<file path="config.mk">
export PLATFORM = sky130hd
export DESIGN_NAME = dsk_cmd_unit
export DESIGN_NICKNAME = d
export VERILOG_FILES = /design/src/rtl/dsk_cmd_pkg.sv /design/src/rtl/dsk_cmd_decode.sv /design/src/rtl/dsk_swap_timer.sv /design/src/rtl/dsk_cmd_unit.sv
export SDC_FILE = /design/constraint.sdc
export NUM_CORES = 1
export LEC_CHECK = 0
export CORE_ASPECT_RATIO = 0.9
export CORE_UTILIZATION = 51
export CTS_CLUSTER_SIZE = 20
export DETAILED_ROUTE_END_ITERATION = 16
export GPL_TIMING_DRIVEN = 0
export PLACE_DENSITY_LB_ADDON = 0.15
export SYNTH_ARGS = -nofsm -noshare
export SYNTH_HDL_FRONTEND = slang
export SYNTH_HIERARCHICAL = 1
export SYNTH_SLANG_ARGS = --single-unit
</file>
<file path="constraint.sdc">
create_clock -name clk -period 3.1 [get_ports clk]
set_input_delay 0.62 -clock clk [delete_from_list [all_inputs] [get_ports clk]]
set_output_delay 0.62 -clock clk [all_outputs]
set_load 0.1 [all_outputs]
</file>
<file path="src/rtl/dsk_cmd_pkg.sv">
package dsk_cmd_pkg;

    typedef enum logic [3:0] {
        OP_NONE,
        OP_SEEK_RD,
        OP_SEEK_WR,
        OP_CLR_CHG,
        OP_CLR_RST,
        OP_RTC_YM,
        OP_RTC_DH,
        OP_RTC_MS,
        OP_INQ
    } op_e;

    typedef struct packed {
        logic [31:0] data;
        logic [31:0] track;
        logic        chg;
        logic        rst_st;
        logic        pres;
        logic        wmode;
    } regs_t;

    localparam int A_CMD   = 0;
    localparam int A_DATA  = 1;
    localparam int A_STAT  = 2;
    localparam int A_TRACK = 3;
    localparam int A_HRST  = 4;

    localparam logic [31:0] HRST_KEY  = 32'hAAAA_0000;
    localparam logic [31:0] TRACK_TAG = 32'h6000_0000;

endpackage

</file>
<file path="src/rtl/dsk_cmd_decode.sv">
module dsk_cmd_decode
    import dsk_cmd_pkg::*;
(
    input  logic [15:0] opcode,
    output op_e         op
);

    always_comb begin
        unique case (opcode)
            16'h0001: op = OP_SEEK_RD;
            16'h0002: op = OP_SEEK_WR;
            16'h0008: op = OP_CLR_CHG;
            16'h0009: op = OP_CLR_RST;
            16'h0012: op = OP_RTC_YM;
            16'h0013: op = OP_RTC_DH;
            16'h0014: op = OP_RTC_MS;
            16'h001B: op = OP_INQ;
            default:  op = OP_NONE;
        endcase
    end

endmodule

</file>
<file path="src/rtl/dsk_swap_timer.sv">
module dsk_swap_timer #(
    parameter int SWAP_TICKS = 50
) (
    input  logic clk,
    input  logic rst_n,
    input  logic armed,
    input  logic tick,
    input  logic clear,
    output logic done
);

    localparam int CW = $clog2(SWAP_TICKS + 1);
    localparam logic [CW-1:0] LAST = CW'(SWAP_TICKS - 1);

    logic [CW-1:0] cnt_d, cnt_q;

    always_comb begin
        cnt_d = cnt_q;
        done  = 1'b0;
        if (clear) begin
            cnt_d = '0;
        end else if (armed && tick) begin
            if (cnt_q == LAST) begin
                cnt_d = '0;
                done  = 1'b1;
            end else begin
                cnt_d = cnt_q + 1'b1;
            end
        end
    end

    always_ff @(posedge clk or negedge rst_n) begin
        if (!rst_n) cnt_q <= '0;
        else        cnt_q <= cnt_d;
    end

    AST_SWAP_CNT_RANGE: assert property (@(posedge clk) disable iff (!rst_n)
        cnt_q < CW'(SWAP_TICKS));

    AST_SWAP_CNT_HOLD: assert property (@(posedge clk) disable iff (!rst_n)
        (!clear && !(armed && tick)) |=> $stable(cnt_q));

    AST_SWAP_CLEAR: assert property (@(posedge clk) disable iff (!rst_n)
        clear |=> (cnt_q == '0));

endmodule

</file>
<file path="src/rtl/dsk_cmd_unit.sv">
module dsk_cmd_unit
    import dsk_cmd_pkg::*;
#(
    parameter int SWAP_TICKS = 50,
    parameter int AW         = 3
) (
    input  logic          clk,
    input  logic          rst_n,
    input  logic          wr_en,
    input  logic [AW-1:0] wr_addr,
    input  logic [31:0]   wr_data,
    input  logic          rd_en,
    input  logic [AW-1:0] rd_addr,
    output logic [31:0]   rd_data,
    input  logic [7:0]    rtc_year,
    input  logic [7:0]    rtc_month,
    input  logic [7:0]    rtc_day,
    input  logic [7:0]    rtc_hour,
    input  logic [7:0]    rtc_min,
    input  logic [7:0]    rtc_sec,
    input  logic          disk_in,
    input  logic          tick,
    output logic          wr_mode
);

    regs_t r_d, r_q;
    op_e   op;
    logic  cmd_wr, hrst_hit, swap_clr, swap_done, swap_armed;

    dsk_cmd_decode u_dec (
        .opcode (wr_data[31:16]),
        .op     (op)
    );

    assign swap_armed = !r_q.pres && disk_in;

    dsk_swap_timer #(.SWAP_TICKS(SWAP_TICKS)) u_swap (
        .clk   (clk),
        .rst_n (rst_n),
        .armed (swap_armed),
        .tick  (tick),
        .clear (swap_clr),
        .done  (swap_done)
    );

    assign cmd_wr   = wr_en && (wr_addr == AW'(A_CMD));
    assign hrst_hit = wr_en && (wr_addr == AW'(A_HRST)) && (wr_data == HRST_KEY);
    assign swap_clr = hrst_hit || (cmd_wr && op == OP_CLR_RST);

    always_comb begin
        r_d = r_q;
        if (swap_done) begin
            r_d.pres = 1'b1;
            r_d.chg  = 1'b1;
        end
        if (cmd_wr) begin
            unique case (op)
                OP_SEEK_RD: begin
                    r_d.track = r_q.data | TRACK_TAG;
                    r_d.wmode = 1'b0;
                end
                OP_SEEK_WR: begin
                    r_d.track = r_q.data | TRACK_TAG;
                    r_d.wmode = 1'b1;
                end
                OP_CLR_CHG: r_d.chg = 1'b0;
                OP_CLR_RST: begin
                    r_d.rst_st = 1'b0;
                    r_d.chg    = 1'b0;
                    if (disk_in) r_d.pres = 1'b1;
                end
                OP_RTC_YM: r_d.data = {rtc_year, rtc_month, 16'h0000};
                OP_RTC_DH: r_d.data = {rtc_day,  rtc_hour,  16'h0000};
                OP_RTC_MS: r_d.data = {rtc_min,  rtc_sec,   16'h0000};
                OP_INQ:    r_d.data = '0;
                default:   ;
            endcase
        end
        if (wr_en && wr_addr == AW'(A_DATA)) r_d.data = wr_data;
        if (hrst_hit) begin
            r_d.rst_st = 1'b1;
            if (disk_in) r_d.pres = 1'b1;
        end
    end

    always_ff @(posedge clk or negedge rst_n) begin
        if (!rst_n) r_q <= '0;
        else        r_q <= r_d;
    end

    always_comb begin
        rd_data = '0;
        if (rd_en) begin
            if (rd_addr == AW'(A_DATA))       rd_data = r_q.data;
            else if (rd_addr == AW'(A_STAT))  rd_data = {29'd0, r_q.pres, r_q.rst_st, r_q.chg};
            else if (rd_addr == AW'(A_TRACK)) rd_data = r_q.track;
        end
    end

    assign wr_mode = r_q.wmode;

    AST_PRES_NEEDS_DISK: assert property (@(posedge clk) disable iff (!rst_n)
        $rose(r_q.pres) |-> $past(disk_in));

    AST_CHG_WITH_PRES: assert property (@(posedge clk) disable iff (!rst_n)
        $rose(r_q.chg) |-> r_q.pres);

    AST_TRACK_TAGGED: assert property (@(posedge clk) disable iff (!rst_n)
        (r_q.track != '0) |-> (r_q.track[30:29] == 2'b11));

    AST_UNKNOWN_OP_STABLE: assert property (@(posedge clk) disable iff (!rst_n)
        (cmd_wr && op == OP_NONE) |=> ($stable(r_q.data) && $stable(r_q.track) && $stable(r_q.wmode)));

    AST_RTC_YEAR_MONTH: assert property (@(posedge clk) disable iff (!rst_n)
        (cmd_wr && wr_data[31:16] == 16'h0012) |=> (r_q.data == {$past(rtc_year), $past(rtc_month), 16'h0000}));

endmodule

</file>
======== Yosys cells after proc, flatten, opt, wreduce, memory -nomap -nowiden ========
Memory sizes are Yosys's and may differ from the RTL's.
Index checks and enable logic that the tools add are counted.
word-level totals
  bits in registers ....................... 74
  memory bits (read-only) ................. 128
  input bits .............................. 92
  output and inout bits ................... 33
  word-level logic and storage cells ...... 70
  memories kept ........................... 1
memory list
  memory            words  bits a word  read ports  clocked after Yosys merged registers in  wr ports  line                 source
  (name not given)  32     4            1           0                                        0         dsk_cmd_decode.sv:9  unique case (opcode)
operators by class
  add/subtract/negate cells ............... 1
  eq/ne operators ......................... 15
  mux-type cells .......................... 23
  reductions and logical operators ........ 23
operators with widths
  kind                    count
  $mux W32                6
  $pmux W32 S4            1
  $mux W68                1
  $eq A32 B32 Y1 const B  1
  $mux W6                 3
  $eq A4 B3 Y1 const B    4
  $logic_not A11 Y1       1
  $reduce_bool A2 Y1      5
  $eq A4 B2 Y1 const B    2
  $mux W1                 8
  $reduce_and A2 Y1       4
  $logic_and A1 B1 Y1     7
  $add A6 B1 Y6 const B   1
  $eq A3 B1 Y1 const B    2
  $eq A3 B2 Y1 const B    2
  $eq A6 B6 Y1 const B    1
  $reduce_bool A5 Y1      1
  $eq A4 B1 Y1 const B    1
  $eq A4 B4 Y1 const B    1
  $mux W2                 2
  $mux W4                 1
  $reduce_or A2 Y1        2
  $eq A3 B3 Y1 const B    1
  $logic_not A3 Y1        1
  3 further kinds         3

======== Logic depth before layout (Yosys ltp) ========
  word-level depth ........................ 12
  gate-level depth with buffers ........... 10
  mapped depth without buffers ............ 9

======== By module ========
The synthesis kept the hierarchy.
modules (own cells, without submodules)
  module          times used  cells an instance  area each (um^2)
  dsk_cmd_unit    1           318                3488.3
  dsk_swap_timer  1           43                 384.1
  dsk_cmd_decode  1           24                 157.7

======== Least setup slack after synthesis ========
OpenSTA, ideal clock, no wires.
  path kind ............................... input port to output port
  from .................................... input rd_addr[0]
  to ...................................... output rd_data[29]
  arrival ................................. 3.631 ns
  slack ................................... -1.151 ns
  cell stages on the path ................. 5
  buffers on the path ..................... 1
  cells stage by stage .................... nand2_1 > nor2_1 > clkbuf_1 > nand2_1 > a21boi_0
on the way
  longest elaborated chain between the ends .. 5
  elaborated cells between the ends (all ways) .. 7
ends and longest elaborated chain
  element          line                source
  start, declared  dsk_cmd_unit.sv:13  input logic [AW-1:0] rd_addr,
  $eq A3 B2 Y1     dsk_cmd_unit.sv:96  else if (rd_addr == AW'(A_TRACK)) rd_data = r_q.track;
  $mux W32         dsk_cmd_unit.sv:96
  $mux W32         dsk_cmd_unit.sv:95  else if (rd_addr == AW'(A_STAT)) rd_data = {29'd0, r_q.pres, r_q.rst_st, r_q.chg};
  $mux W32 *       dsk_cmd_unit.sv:94  if (rd_addr == AW'(A_DATA)) rd_data = r_q.data;
  $mux W32 *       dsk_cmd_unit.sv:93  if (rd_en) begin
  end, declared    dsk_cmd_unit.sv:14  output logic [31:0] rd_data,
Mark *: on every way between the ends. The rest lies on a longest branch, timed or not.

======== Worst setup path in the final report ========
  from .................................... input wr_data[17]
  to ...................................... register u_swap.cnt_q[5]
on the way
  longest elaborated chain between the ends .. 6
  elaborated cells between the ends (all ways) .. 9
ends and longest elaborated chain
  element                                               line                  source
  start, declared                                       dsk_cmd_unit.sv:11    input logic [31:0] wr_data,
  $mem_v2 Z32 W4 *                                      n/a
  $mux W4 *                                             dsk_cmd_decode.sv:9
  via op[2]                                             dsk_cmd_unit.sv:27    op_e op;
  $eq A4 B3 Y1 *                                        dsk_cmd_unit.sv:48    assign swap_clr = hrst_hit || (cmd_wr && op == OP_CLR_RST);
  $logic_and A1 B1 Y1 *                                 dsk_cmd_unit.sv:48
  $logic_or A1 B1 Y1 *                                  dsk_cmd_unit.sv:48
  via swap_clr                                          dsk_cmd_unit.sv:28    logic cmd_wr, hrst_hit, swap_clr, swap_done, swap_armed;
  $mux W6 / $reduce_bool A2 Y1 (equally long branches)  n/a
  end signal, assigned                                  dsk_swap_timer.sv:34  else cnt_q <= cnt_d;
  end, declared                                         dsk_swap_timer.sv:15  logic [CW-1:0] cnt_d, cnt_q;
The timed path passes the listed nets; every way through them passes the cells marked *.
A chain may end at the register's enable or synchronous reset.

==> reports/metrics.yaml <==
die:
  coreArea_mm2: 0.00758
  rows: 30
  die_area_mm2: 0.00826
  start_util_pct: 53.2
  die_y_um: 86.3
  pin_count: 125
  dieWidth_um: 95.7
yosys:
  ys_seq_area_share_pct: 45.3
  synth.net_count: 479
  yosysTopAreaCellShare_pct: 45.3
  postSynthAreaPerCell_um2: 10.5
  synth_cell_types: 56
  yosys-top-cells-area: "dfrtp_1 (45%), mux2_2 (8.4%), a22oi_1 (5.2%)"
  yosys-top-cells-count: "dfrtp_1 (73), nand2_1 (33), nor2b_1 (31)"
  yosysMostFrequentCell: "dfrtp_1"
  ys_seq_elements: 73
  synth_edf_count: 0
  syn_area_mm2: 0.00403
  async_reset_ff_share_pct: 100
  synth_flop_cell: "dfrtp_1"
  yosys_warnings: 6
  synthCells: 385
  synth_top_cell_by_area: "dfrtp_1"
sta:
  fmax_mhz: 324
  maxSlewViolCount: 0
  hold_viol: 0
  fin_crit_ps: 3080
  fin_crit_sh_pct: 99.4
  slew_headroom_pct: 34.9
  setup_viol: 0
  tightest_slew_ps: 974
  fin_skew_ps: 5.69
  hold-worst-slack_ps: 410
cts:
  ctsHoldBuffers: 0
  cts_buffers: 9
  cts-root-buf: "clkbuf_8"
  path_clk_slew_ps: 80
  cts_max_level: 3
  clkLatencyLatePin_ps: 340
  cts_buffer_depth: 2
  cts_num_sinks: 73
  cts_tree: "yes"
status:
  status: "complete, no violations"
routing:
  route.detailed.drc: 0
  drt-pass1-iter-count: 8
  drtIter0Drc: 398
  wl_um: 13000
  post_drt_wl_per_cell_um: 20.4
  ant_nets: 0
  avgViaCountPerCell: 6.32
  vias: 4017
global_route:
  track_usage_pct: 30.8
  grt-ovfl-total: 0
  grt_max_degree: 74
  grt_pass1_vias: 3830
  grt_pass1_wl_um: 19200
  antenna_found_initial: 0
worst_setup_path:
  crit_fanout: 10
  cp.arrival_ps: 3350
  crit_type: "in2reg"
  end_kind: "flop"
  crit_path_start_kind: "input pin"
  worstPathRequired_ps: 3370
min_path:
  hp-class: "in2async"
power:
  irDropWorstVdd_mv: 0.313
  power_density_mw_per_mm2: 417
  p_leak_nw: 2.52
finish:
  area_growth_syn_to_layout_pct: 47.3
  seq_area_mm2: 0.00183
  drive_gt1_share_pct: 31.9
  final_nets: 629
  num-fill-cells: 501
  multiInputGateArea_mm2: 0.00225
  antenna_cells: 0
  fin_util_pct: 78.3
job:
  maxCapViolations: 0
place:
  gp_congestion: 0.932
  portBuffers: 124
  hpwl_um: 8930
stage by stage:
| step | total power [mW] | std cells | worst slack (ps) | cell area [µm²] | TNS, ps |
|---|---|---|---|---|---|
| finish | 2.48 | 636 | 17.2 | 5940 | 0 |
| global route | 2.57 | 636 | -80.7 | 5940 | -117 |
| CTS | 2.45 | 633 | 0.0173 | 5800 | 0 |
| detailed placement | 1.80 | 605 | -1390 | 5460 | -78460 |
| global placement | 1.76 | 605 | -1350 | 5460 | -151620 |
| floorplan | 1.52 | 385 | -395 | 4100 | -790 |
sequential cells by signal, indices dropped and copies added (netlist names):
signal,flops
u_swap/cnt_q,6
wr_mode,1
r_q,66
final timing paths:
| path | start | endpoint | slack (ps) | cells after the start |
|---|---|---|---|---|
| setup reg to reg | r_q[1]$_DFF_PN0_ | u_swap/cnt_q[4]$_DFFE_PN0P_ | 1500 | 4 |
| hold / removal | rst_n | r_q[13]$_DFFE_PN0P_ | 410 | 1 |
| max in group asynchronous | rst_n | r_q[52]$_DFFE_PN0P_ | 2100 | 1 |
| min in group clk | r_q[34]$_DFFE_PN0P_ | r_q[34]$_DFFE_PN0P_ | 470 | 1 |
| setup / recovery | wr_data[17] | u_swap/cnt_q[5]$_DFFE_PN0P_ | 20 | 9 |
| hold reg to reg | r_q[34]$_DFFE_PN0P_ | r_q[34]$_DFFE_PN0P_ | 470 | 1 |
metal layers:
layer | track usage, % | up-vias | part of all wire [%]
met4 | 11.0 | 0 | 2.6
met5 | 0 | - | 0
met2 | 50.1 | 248 | 50
met3 | 4.65 | 34 | 7.7
li1 | - | 1785 | -
met1 | 41.9 | 1950 | 40
layout by cell type (no fill, tap or decap), drive strengths merged, types with 4 or more instances in the layout:
master	instances
nand3	7
nor4b	4
dlymetal6s2s	5
dfrtp	73
nor2	7
clkbuf	30
nor2b	31
nand2	33
clkdlybuf4s50	86
nor4bb	4
a22o	15
buf	52
o21ai	6
mux2	30
a222oi	16
nor4	6
a21oi	11
nor3	5
o221ai	18
a22oi	28
inv	22
critical path, stage by stage:
cell	delay, ps
clkdlybuf4s50_1	580
or4_1	590
a211oi_4	250
nor2b_4	240
nand3_2	170
o31ai_4	150
a21oi_2	70
or4_1	520
a21oi_1	150
cell families (layout without fill, tap and decap cells):
logic type	Yosys count	in the layout	synth area share [%]
xor+xnor	3	3	0.652
mux	30	30	8.38
compound gates	116	116	23.3
flops	73	73	45.3
simple gates	115	115	16.8
buf+inv	46	201	4.97
fa+ha+maj	2	2	0.621
final cells by class:
cell class              instances  area share [%]
well taps                      96            2.02
flip-flops and latches         73            30.8
plain buffers                  24            2.53
clock inverters                 6           0.717
multi-input cells             266            38.0
repair buffers                140            22.5
inverters                      21            1.33
clock buffers                  10            2.15
repair_timing:
item | in CTS | in global routing
pin swaps | 7 | 4
gates resized for setup | 217 | 41
endpoints found under the setup margin | 98 | 93
buffers inserted | 13 | 3
report_power, final:
group / switching [mW] / internal [mW]
Combinational: 0.314 / 0.278
Sequential: 0.138 / 1.08
Clock: 0.374 / 0.292
Note: power is estimated with default switching activity, not from simulation.
